**config.mk**
```make
export PLATFORM = sky130hd
export DESIGN_NAME = tx_coll_status
export DESIGN_NICKNAME = d
export VERILOG_FILES = /design/src/rtl/txcs_pkg.sv /design/src/rtl/txcs_flag_bank.sv /design/src/rtl/txcs_coll_count.sv /design/src/rtl/txcs_defer_timer.sv /design/src/rtl/tx_coll_status.sv
export SDC_FILE = /design/constraint.sdc
export NUM_CORES = 1
export LEC_CHECK = 0
export BUFFER_PORTS_ARGS = -buffer_cell sky130_fd_sc_hd__buf_2
export CORE_ASPECT_RATIO = 1.4
export CORE_MARGIN = 10
export CORE_UTILIZATION = 35
export DETAILED_ROUTE_END_ITERATION = 16
export PLACE_DENSITY = 0.59
export SLEW_MARGIN = 20
export SYNTH_ARGS = -nofsm -noshare
export SYNTH_HDL_FRONTEND = slang
export SYNTH_SLANG_ARGS = --single-unit
```
**constraint.sdc**
```tcl
create_clock -name clk -period 2.1 [get_ports clk]
set_clock_uncertainty 0.05 [all_clocks]
set_input_delay 0.105 -clock clk [delete_from_list [all_inputs] [get_ports clk]]
set_output_delay 0.105 -clock clk [all_outputs]
set_load 0.05 [all_outputs]
```
**src/rtl/txcs_pkg.sv**
```systemverilog
package txcs_pkg;
   // Status word bit positions: fixed by the descriptor layout the driver decodes.
   localparam int unsigned B_OK      = 27;
   localparam int unsigned B_ABORT   = 26;
   localparam int unsigned B_UNDR    = 25;
   localparam int unsigned B_CRS     = 24;
   localparam int unsigned B_DEF     = 23;
   localparam int unsigned B_EXDEF   = 22;
   localparam int unsigned B_OWC     = 21;
   localparam int unsigned B_EXCOL   = 20;
   localparam int unsigned B_CCNT_LO = 16;

   // Sticky event flags held in the flag bank.
   typedef enum int unsigned {
      F_ABORT = 0,
      F_UNDR  = 1,
      F_CRS   = 2,
      F_OWC   = 3,
      F_DONE  = 4
   } flag_idx_e;
   localparam int unsigned NUM_FLAGS = 5;
endpackage

```
**src/rtl/txcs_flag_bank.sv**
```systemverilog
module txcs_flag_bank #(
   parameter int unsigned N = 5
) (
   input  logic         clk,
   input  logic         rst_n,
   input  logic         clr_i,
   input  logic [N-1:0] set_i,
   output logic [N-1:0] q_o
);
   if (N < 1) begin : g_bad_n
      $error("txcs_flag_bank: N must be at least 1");
   end

   for (genvar i = 0; i < N; i++) begin : g_flag
      always_ff @(posedge clk or negedge rst_n) begin
         if (!rst_n)        q_o[i] <= 1'b0;
         else if (clr_i)    q_o[i] <= 1'b0;
         else if (set_i[i]) q_o[i] <= 1'b1;
      end

      // a set flag stays set until the next clear
      p_sticky_r9: assert property (@(posedge clk) disable iff (!rst_n)
         (q_o[i] && !clr_i) |=> q_o[i]);
   end
endmodule

```
**src/rtl/txcs_coll_count.sv**
```systemverilog
module txcs_coll_count #(
   parameter int unsigned BASE_LIMIT = 16,
   parameter int unsigned EXT_BLOCKS = 4
) (
   input  logic       clk,
   input  logic       rst_n,
   input  logic       start_i,
   input  logic       mode_i,
   input  logic       coll_i,
   output logic [3:0] field_o,
   output logic       excess_o,
   output logic       retry_o
);
   localparam int unsigned EXT_LIMIT = BASE_LIMIT * EXT_BLOCKS;
   localparam int unsigned CW        = $clog2(EXT_LIMIT + 1);
   localparam int unsigned RW        = $clog2(BASE_LIMIT);

   if (BASE_LIMIT != 16) begin : g_bad_base
      $error("txcs_coll_count: the 4-bit field layout needs BASE_LIMIT of 16");
   end
   if (EXT_BLOCKS != 4) begin : g_bad_blocks
      $error("txcs_coll_count: a 2-bit block count needs EXT_BLOCKS of 4");
   end

   logic          mode_q;
   logic [CW-1:0] total_q;
   logic [CW-1:0] limit;
   logic [CW-1:0] total_nx;
   logic [RW-1:0] rem;
   logic [1:0]    blocks;

   always_comb begin
      limit    = mode_q ? CW'(EXT_LIMIT) : CW'(BASE_LIMIT);
      excess_o = (total_q >= limit);
      total_nx = total_q + CW'(1);
      rem      = total_q[RW-1:0];
      blocks   = total_q[RW+1:RW];
      if (mode_q)
         field_o = {blocks, (rem >= RW'(2)), (rem == RW'(1))};
      else
         field_o = total_q[3:0];
   end

   always_ff @(posedge clk or negedge rst_n) begin
      if (!rst_n) begin
         mode_q  <= 1'b0;
         total_q <= '0;
         retry_o <= 1'b0;
      end else if (start_i) begin
         mode_q  <= mode_i;
         total_q <= '0;
         retry_o <= 1'b0;
      end else begin
         retry_o <= coll_i && !excess_o && (total_nx < limit);
         if (coll_i && !excess_o) total_q <= total_nx;
      end
   end

   // the count never passes the active limit
   p_cnt_bound_r2: assert property (@(posedge clk) disable iff (!rst_n)
      total_q <= limit);
   // each collision below the limit adds exactly one
   p_cnt_step_r2: assert property (@(posedge clk) disable iff (!rst_n)
      (coll_i && !excess_o && !start_i) |=> (total_q == $past(total_q) + CW'(1)));
   // no retry once the limit has been reached
   p_retry_excl_r5: assert property (@(posedge clk) disable iff (!rst_n)
      excess_o |-> !retry_o);
endmodule

```
**src/rtl/txcs_defer_timer.sv**
```systemverilog
module txcs_defer_timer #(
   parameter int unsigned CLK_HZ         = 100_000_000,
   parameter int unsigned LIMIT_TENTH_MS = 32
) (
   input  logic clk,
   input  logic rst_n,
   input  logic start_i,
   input  logic defer_i,
   output logic deferred_o,
   output logic excess_o
);
   localparam int unsigned CYC_PER_TENTH = CLK_HZ / 10_000;
   localparam int unsigned LIMIT_CYC     = CYC_PER_TENTH * LIMIT_TENTH_MS;
   localparam int unsigned SAT           = LIMIT_CYC + 1;
   localparam int unsigned TW            = $clog2(SAT + 1);

   if (CLK_HZ < 10_000) begin : g_bad_clk
      $error("txcs_defer_timer: CLK_HZ must be at least 10 kHz");
   end
   if (LIMIT_TENTH_MS == 0) begin : g_bad_lim
      $error("txcs_defer_timer: LIMIT_TENTH_MS must be non-zero");
   end

   logic [TW-1:0] cnt_q;
   logic          seen_q;

   always_ff @(posedge clk or negedge rst_n) begin
      if (!rst_n) begin
         cnt_q  <= '0;
         seen_q <= 1'b0;
      end else if (start_i) begin
         cnt_q  <= '0;
         seen_q <= 1'b0;
      end else if (defer_i) begin
         seen_q <= 1'b1;
         if (cnt_q != TW'(SAT)) cnt_q <= cnt_q + TW'(1);
      end
   end

   assign deferred_o = seen_q;
   assign excess_o   = (cnt_q == TW'(SAT));

   // the timer saturates one step past the limit
   p_sat_r7: assert property (@(posedge clk) disable iff (!rst_n)
      cnt_q <= TW'(SAT));
   // excessive deferral is never reported without the deferred flag
   p_ex_has_def_r6: assert property (@(posedge clk) disable iff (!rst_n)
      excess_o |-> deferred_o);
endmodule

```
**src/rtl/tx_coll_status.sv**
```systemverilog
module tx_coll_status
   import txcs_pkg::*;
#(
   parameter int unsigned CLK_HZ         = 100_000_000,
   parameter int unsigned LIMIT_TENTH_MS = 32,
   parameter int unsigned BASE_LIMIT     = 16,
   parameter int unsigned EXT_BLOCKS     = 4
) (
   input  logic        clk,
   input  logic        rst_n,
   input  logic        start_i,
   input  logic        coll_i,
   input  logic        owc_i,
   input  logic        defer_i,
   input  logic        abort_i,
   input  logic        underrun_i,
   input  logic        crs_lost_i,
   input  logic        ext_retry_i,
   input  logic        crs_ign_i,
   input  logic        done_i,
   input  logic        last_desc_i,
   output logic [31:0] stat_o,
   output logic        retry_o,
   output logic        give_up_o
);
   logic [NUM_FLAGS-1:0] fset;
   logic [NUM_FLAGS-1:0] flg;
   logic [3:0]           ccnt;
   logic                 excol;
   logic                 deferred;
   logic                 exdef;
   logic                 frame_ok;

   always_comb begin
      fset          = '0;
      fset[F_ABORT] = abort_i;
      fset[F_UNDR]  = underrun_i;
      fset[F_CRS]   = crs_lost_i && !crs_ign_i;
      fset[F_OWC]   = owc_i;
      fset[F_DONE]  = done_i;
   end

   txcs_flag_bank #(.N(NUM_FLAGS)) u_flags (
      .clk   (clk),
      .rst_n (rst_n),
      .clr_i (start_i),
      .set_i (fset),
      .q_o   (flg)
   );

   txcs_coll_count #(.BASE_LIMIT(BASE_LIMIT), .EXT_BLOCKS(EXT_BLOCKS)) u_coll (
      .clk      (clk),
      .rst_n    (rst_n),
      .start_i  (start_i),
      .mode_i   (ext_retry_i),
      .coll_i   (coll_i),
      .field_o  (ccnt),
      .excess_o (excol),
      .retry_o  (retry_o)
   );

   txcs_defer_timer #(.CLK_HZ(CLK_HZ), .LIMIT_TENTH_MS(LIMIT_TENTH_MS)) u_defer (
      .clk        (clk),
      .rst_n      (rst_n),
      .start_i    (start_i),
      .defer_i    (defer_i),
      .deferred_o (deferred),
      .excess_o   (exdef)
   );

   assign frame_ok  = flg[F_DONE] && last_desc_i && !flg[F_ABORT] && !flg[F_UNDR]
                      && !excol && !exdef;
   assign give_up_o = excol;

   always_comb begin
      stat_o                        = '0;
      stat_o[B_OK]                  = frame_ok;
      stat_o[B_ABORT]               = flg[F_ABORT];
      stat_o[B_UNDR]                = flg[F_UNDR];
      stat_o[B_CRS]                 = flg[F_CRS];
      stat_o[B_DEF]                 = deferred;
      stat_o[B_EXDEF]               = exdef;
      stat_o[B_OWC]                 = flg[F_OWC];
      stat_o[B_EXCOL]               = excol;
      stat_o[B_CCNT_LO+3:B_CCNT_LO] = ccnt;
   end

   // a start leaves a fully cleared status word behind it
   p_clear_r1: assert property (@(posedge clk) disable iff (!rst_n)
      start_i |=> (stat_o == 32'h0 && !retry_o && !give_up_o));
   // frame OK never coexists with a failure bit
   p_ok_clean_r10: assert property (@(posedge clk) disable iff (!rst_n)
      stat_o[B_OK] |-> !(stat_o[B_ABORT] || stat_o[B_UNDR] || stat_o[B_EXDEF] || stat_o[B_EXCOL]));
   // unused bits stay zero
   p_unused_zero_r11: assert property (@(posedge clk) disable iff (!rst_n)
      (stat_o[31:28] == 4'h0) && (stat_o[15:0] == 16'h0));
   // carrier loss raised while suppressed does not newly set the bit
   p_crs_ign_r8: assert property (@(posedge clk) disable iff (!rst_n)
      (crs_ign_i && !stat_o[B_CRS] && !start_i) |=> !stat_o[B_CRS]);
endmodule

```
==> results.py, run 1 <==
metrics = {
    "outcome": {
        "run_status": "finished clean",
    },
    "floorplan": {
        "core_um2": 6170,
        "start_util_pct": 35.8,
        "dieArea_um2": 9930,
        "die_y_um": 114,
        "rows": 34,
        "die_width_um": 87.1,
        "io_pins": 47,
    },
    "cts": {
        "clock-sinks": 34,
        "worst_skew_pair.late_latency_ns": 0.29,
        "cts_tree": "built",
        "htreeDepth": 2,
        "clock_path_buffers": 2,
        "ctsRootBufferMaster": "clkbuf_8",
        "cts.clk_slew.worst_paths_ns": 0.08,
        "cts_buffers": 5,
    },
    "drt": {
        "drt-total-wl_um": 4910,
        "dr.pass1.iters": 4,
        "via_per_inst": 5.01,
        "drt_iter0_markers": 63,
        "drc": 0,
        "ant_nets": 0,
        "vias": 1760,
        "wire_per_inst_um": 14.0,
    },
    "yosys": {
        "avgSynthCellArea_um2": 8.98,
        "synth_top_area_share_pct": 38.5,
        "synth_edf_count": 0,
        "yosysTopAreaCell": "dfrtp_1",
        "yosysWarnings": 0,
        "ys_types": 42,
        "seq_area_frac_synth_pct": 38.5,
        "netlist_instances": 246,
        "synth_area_um2": 2210,
        "synth.area.top_cells": "dfrtp_1, buf_4, nor2_1, ha_1, a21oi_1",
        "ys_seq_elements": 34,
        "synth_ff_type": "dfrtp_1",
        "async_flop_share_pct": 100,
    },
    "sta": {
        "setup_viol": 0,
        "period_needed_ns": 2.00,
        "setup_tns_ns": 0,
        "tightest_slew_ns": 0.778,
        "grt_setup_unrepaired": "no",
        "slew_viol_final": 0,
        "fin_crit_sh_pct": 95.3,
        "setup_ws_ns": 0.0989,
        "hold_viol": 0,
        "max_freq_ghz": 0.500,
        "slew_headroom_pct": 48.1,
    },
    "power_and_ir_drop": {
        "p_per_area_nw_per_um2": 616,
        "power_leakage_nw": 1.15,
        "sw_frac_of_total_pct": 33.9,
        "sequentialPowerShare_pct": 45.0,
        "clkPwrFrac_pct": 33.5,
        "p_int_mw": 1.02,
        "power_switching_mw": 0.523,
        "irDropWorstVdd_mv": 0.291,
        "combPwrFrac_pct": 21.5,
    },
    "setup_path": {
        "start_kind": "flop",
        "critPathCaptureType": "output pin",
        "crit_required_ns": 1.95,
        "critPathKind": "flop to output pin",
        "cp.arrival_ns": 1.85,
        "worstPathMaxFanout": 4,
    },
    "final_layout": {
        "fillers": 626,
        "fin_nets": 299,
        "drive_gt1_share_pct": 21.5,
        "seq_area_um2": 851,
        "multi_input_area_um2": 1120,
        "area_delta_synth_final_pct": 13.5,
        "diodes": 0,
        "final_core_util_pct": 40.6,
    },
    "min_path": {
        "hp-class": "input port to flop",
    },
    "grt": {
        "grt_max_degree": 35,
        "grt_pass1_wl_um": 8260,
        "grt.overflow.total": 0,
        "use_met2_pct": 17.4,
        "grt.total_usage_pct": 10.2,
        "grt_pass1_vias": 1748,
        "antenna_found_initial": 0,
        "met3_usage_pct": 3.00,
        "top_usage_layer": "met2",
        "use_met1_pct": 11.5,
    },
    "placed_design": {
        "dp_hpwl_um": 3590,
        "place.gp.congestion": 0.751,
        "dp_slack_ns": 0.186,
        "portBuffers": 26,
    },
    "flow_run": {
        "max-cap-violations": 0,
    },
}
critical path, cell delays in order (launching register included):
cell and delay (ns):
dfrtp_1 0.38, inv_1 0.10, ha_1 0.25, and3_1 0.17, a211o_2 0.35, nor3_2 0.13, buf_6 0.18
registers in the layout, indices dropped and copies added, names as in the netlist:
signal	flops
u_coll.retry_o	1
u_flags.q_o	5
u_defer.deferred_o	1
u_defer.cnt_q	19
u_coll.total_q	7
u_coll.mode_q	1
Yosys cell counts, types with 2 or more instances:
library cell,number
dfrtp_1,34
buf_4,28
nor2_1,27
a21oi_1,14
inv_1,11
nand2_1,11
nand3_1,10
ha_1,8
nand4_1,8
o31ai_1,8
or4_1,8
nor3_1,7
o21ai_0,7
xnor2_1,7
and3_1,6
nand2b_1,6
nor4_1,5
buf_2,4
xor2_1,4
buf_1,3
clkbuf_1,3
or3_1,3
a211o_1,2
a31o_2,2
and2_1,2
mux2_2,2
power by group through the flow:
stage	registers [mW]	clock network, mW	logic [mW]
3_3_place_gp	0.706	0	0.324
4_1_cts	0.695	0.538	0.336
2_1_floorplan	0.709	0	0.287
3_5_place_dp	0.707	0	0.325
5_1_grt	0.698	0.568	0.362
6_report	0.695	0.518	0.332
what timing repair did:
item	4_1_cts	5_1_grt
endpoints found under the setup margin	2	2
gates resized for setup	5	1
hold buffers	6	0
endpoints found under the hold margin	39	0
pin swaps	1	1
gates cloned	0	0
setup buffers	1	2
logic make-up after synthesis:
kind of cell / synth area share (%)
AND/OR/NAND/NOR: 24.6
flip-flops: 38.5
adder cells (fa/ha/maj): 4.53
AO/OA/AOI/OAI: 12.4
XOR/XNOR: 4.36
other: 0.170
multiplexers: 1.02
buffers and inverters: 14.4
layout by cell type, fill, tap and decap left out, types with 4 or more instances in the layout:
| cell type | netlist | routed |
|---|---|---|
| dfrtp_1 | 34 | 34 |
| nor2_1 | 27 | 26 |
| buf_2 | 4 | 24 |
| conb_1 | 1 | 20 |
| buf_4 | 28 | 15 |
| a21oi_1 | 14 | 14 |
| inv_1 | 11 | 11 |
| nand2_1 | 11 | 11 |
| nand3_1 | 10 | 10 |
| nand4_1 | 8 | 8 |
| o31ai_1 | 8 | 8 |
| or4_1 | 8 | 8 |
| ha_1 | 8 | 8 |
| xnor2_1 | 7 | 7 |
| o21ai_0 | 7 | 7 |
| and3_1 | 6 | 6 |
| nor3_1 | 7 | 6 |
| nand2b_1 | 6 | 6 |
| clkbuf_8 | 1 | 6 |
| dlygate4sd3_1 | 0 | 6 |
| nor4_1 | 5 | 4 |
| xor2_1 | 4 | 4 |
layer usage:
| layer | vias to the layer above | routed length [um] |
|---|---|---|
| met5 | - | 0 |
| met3 | 6 | 242 |
| met4 | 0 | 80 |
| li1 | 881 | - |
| met1 | 841 | 2010 |
| met2 | 32 | 2580 |
final cells by class:
| cell class | instances | share of cell area, % |
|---|---|---|
| clock buffer | 6 | 3.30 |
| tap | 72 | 3.59 |
| clock inverter | 2 | 0.499 |
| inverter | 11 | 1.65 |
| multi-input combinational | 180 | 44.9 |
| timing repair buffer | 46 | 12.1 |
| sequential | 34 | 33.9 |
metrics by stage:
stage	hold slack [ns]	power [mW]	std cells	instance area (um^2)
floorplan	-0.241	0.996	265	2280
global placement	0.198	1.03	334	2310
detailed placement	0.182	1.03	334	2310
CTS	0.000370	1.57	349	2480
global route	0.0208	1.63	351	2510
finish	0.00252	1.54	351	2510
path summary, 6_finish.rpt:
| path | startpoint | end | slack, ns | cells past startpoint |
|---|---|---|---|---|
| max | u_coll.mode_q | stat_o[27] | 0.1 | 6 |
| max in group asynchronous | rst_n | u_defer.cnt_q[1] | 1.13 | 2 |
| min reg2reg | u_flags.q_o[2] | u_flags.q_o[2] | 0.45 | 2 |
| min | crs_lost_i | u_flags.q_o[2] | 0.003 | 3 |
| min in group asynchronous | rst_n | u_flags.q_o[2] | 0.37 | 2 |
| max reg2reg | u_coll.total_q[0] | u_coll.retry_o | 0.18 | 6 |
Power figures use the tool's default switching activity.
==> inputs of run 2 (changes only) <==
--- a/config.mk
+++ b/config.mk
@@ -6,11 +6,14 @@
 export NUM_CORES = 1
 export LEC_CHECK = 0
 export BUFFER_PORTS_ARGS = -buffer_cell sky130_fd_sc_hd__buf_2
+export CELL_PAD_IN_SITES_DETAIL_PLACEMENT = 0
+export CELL_PAD_IN_SITES_GLOBAL_PLACEMENT = 1
 export CORE_ASPECT_RATIO = 1.4
 export CORE_MARGIN = 10
 export CORE_UTILIZATION = 35
 export DETAILED_ROUTE_END_ITERATION = 16
-export PLACE_DENSITY = 0.59
+export PLACE_DENSITY = 0.75
+export SETUP_SLACK_MARGIN = 0.5
 export SLEW_MARGIN = 20
 export SYNTH_ARGS = -nofsm -noshare
 export SYNTH_HDL_FRONTEND = slang
==> run 2 against run 1 <==
  * Critical path depth unchanged
  * Die area unchanged
  * Critical path type unchanged
  * Core utilization up 9.8 points
  * Clock power up 19%
  * Hold slack about the same
  * Clock-buffer cell count unchanged
  * Maximum frequency up 4.6%
  * Register-to-register slack better by 0.02 ns
==> results.py, run 2 (synthesized netlist as in run 1, its figures left out) <==
metrics = {
    "outcome": {
        "run_status": "finished clean",
    },
    "sta": {
        "max_freq_ghz": 0.523,
        "tightest_slew_ns": 0.805,
        "setup_tns_ns": 0,
        "setup_viol": 0,
        "period_needed_ns": 1.91,
        "slew_viol_final": 0,
        "fin_crit_sh_pct": 91.1,
        "grt_setup_unrepaired": "yes",
        "hold_viol": 0,
        "slew_headroom_pct": 46.3,
    },
    "power_and_ir_drop": {
        "power_mw": 1.76,
        "irDropWorstVdd_mv": 0.411,
        "p_per_area_nw_per_um2": 565,
        "power_leakage_nw": 1.37,
    },
    "cts": {
        "cts.clk_slew.worst_paths_ns": 0.07,
        "clock-sinks": 34,
        "htreeDepth": 2,
        "cts_buffers": 5,
        "clock_path_buffers": 2,
        "worst_skew_pair.late_latency_ns": 0.28,
        "cts_tree": "built",
        "ctsRootBufferMaster": "clkbuf_8",
    },
    "final_layout": {
        "drive_gt1_share_pct": 45.1,
        "largest_register_ffs": 19,
        "largest_register": "u_defer.cnt_q",
        "fin_nets": 329,
        "reg_top3": "u_defer.cnt_q x19, u_coll.total_q x7, u_flags.q_o x5",
        "fillers": 567,
        "area_delta_synth_final_pct": 40.9,
        "seq_area_um2": 865,
        "multi_input_area_um2": 1420,
        "diodes": 0,
        "final_common_cell": "buf_4",
        "final_cell_mix": "buf_4, nor2_1, dfrtp_1, buf_2, conb_1",
    },
    "floorplan": {
        "die_y_um": 114,
        "die_width_um": 87.1,
        "start_util_pct": 35.8,
        "core_um2": 6170,
        "rows": 34,
        "io_pins": 47,
        "dieArea_um2": 9930,
    },
    "drt": {
        "ant_nets": 0,
        "wl_met1_um": 2140,
        "vias": 1961,
        "via_per_inst": 5.16,
        "top_layer_used": "met4",
        "dr.pass1.iters": 4,
        "route.met2.wl_um": 3440,
        "drt-total-wl_um": 5870,
        "drc": 0,
        "wire_per_inst_um": 15.4,
        "route.met3.wl_um": 192,
        "drt_iter0_markers": 100,
    },
    "setup_path": {
        "critPathCapture": "stat_o[27]",
        "crit_required_ns": 1.95,
        "start_kind": "flop",
        "critPathCaptureType": "output pin",
        "critPathKind": "flop to output pin",
        "startpoint": "u_coll.mode_q",
        "r2r_slack_ns": 0.20,
        "r2r_end": "u_coll.total_q[5]",
        "worstPathMaxFanout": 4,
        "cp.arrival_ns": 1.76,
        "timing.rr.start": "u_coll.mode_q",
        "worstRegToRegCells": 6,
    },
    "placed_design": {
        "place.gp.congestion": 0.736,
        "portBuffers": 26,
        "dp_hpwl_um": 3670,
    },
    "grt": {
        "grt_pass1_wl_um": 9230,
        "antenna_found_initial": 0,
        "grt_max_degree": 35,
        "grt.overflow.total": 0,
        "grt.total_usage_pct": 11.2,
        "grt_pass1_vias": 1988,
    },
    "flow_run": {
        "max-cap-violations": 0,
    },
    "min_path": {
        "hp-class": "input port to flop",
    },
}
run 2: changes by cell type in the layout (fill, tap and decap cells not counted), sizes merged:
cell      change
a211o         +1
bufinv        +1
clkinv        -1
buf          +29
clkinvlp      -1
run 2: metal layers:
| metal | vias to the layer above | global-route usage (%) |
|---|---|---|
| li1 | 950 | - |
| met1 | 960 | 11.5 |
| met2 | 39 | 21.7 |
| met3 | 12 | 2.21 |
| met4 | 0 | 3.41 |
| met5 | - | 0 |
run 2: how the worst min path moves through the flow:
stage	depth (start not counted)	end	from
after floorplan	0	u_coll.mode_q	rst_n
after global placement	1	u_coll.mode_q	rst_n
after detailed placement	1	u_coll.retry_o	rst_n
after CTS	3	u_flags.q_o[2]	crs_lost_i
after global routing	3	u_flags.q_o[2]	crs_lost_i
final	3	u_flags.q_o[2]	crs_lost_i
run 2: cell type report:
class	count	area share [%]
clock buffer	6	2.65
clock inverter	1	0.965
tap	72	2.90
inverter	11	1.49
multi-input combinational	181	45.8
timing repair buffer	75	18.5
sequential	34	27.8
run 2: timing repair:
action                     in CTS  in global routing
hold endpoints to repair       39                  0
cloned                          0                  1
hold buffers                    6                  0
setup endpoints to repair      21                 26
setup buffers                  24                  9
pin swaps                      13                 16
resized for setup              51                 34
run 2: worst max-delay path, cell delays in order (launching register included):
cell and delay (ns):
dfrtp_1 0.39, inv_2 0.10, ha_1 0.24, and3_4 0.16, a211o_4 0.29, nor3_4 0.12
buf_6 0.18
run 2: per-stage QoR:
step	instances	cell area [um^2]	util, %	worst slack (ns)	hold slack (ns)
6_report	380	3110	50.4	0.186	0.00288
5_1_grt	380	3110	50.4	0.0990	0.0153
4_1_cts	370	2870	46.5	0.183	0.00746
3_5_place_dp	333	2330	37.7	0.133	0.179
3_3_place_gp	333	2330	37.7	0.174	0.184
2_1_floorplan	265	2340	-	0.153	-0.241
run 2: power breakdown:
group	internal, mW	switching, mW
registers	0.676	0.0196
clock network	0.380	0.240
logic	0.152	0.290
total	1.21	0.550
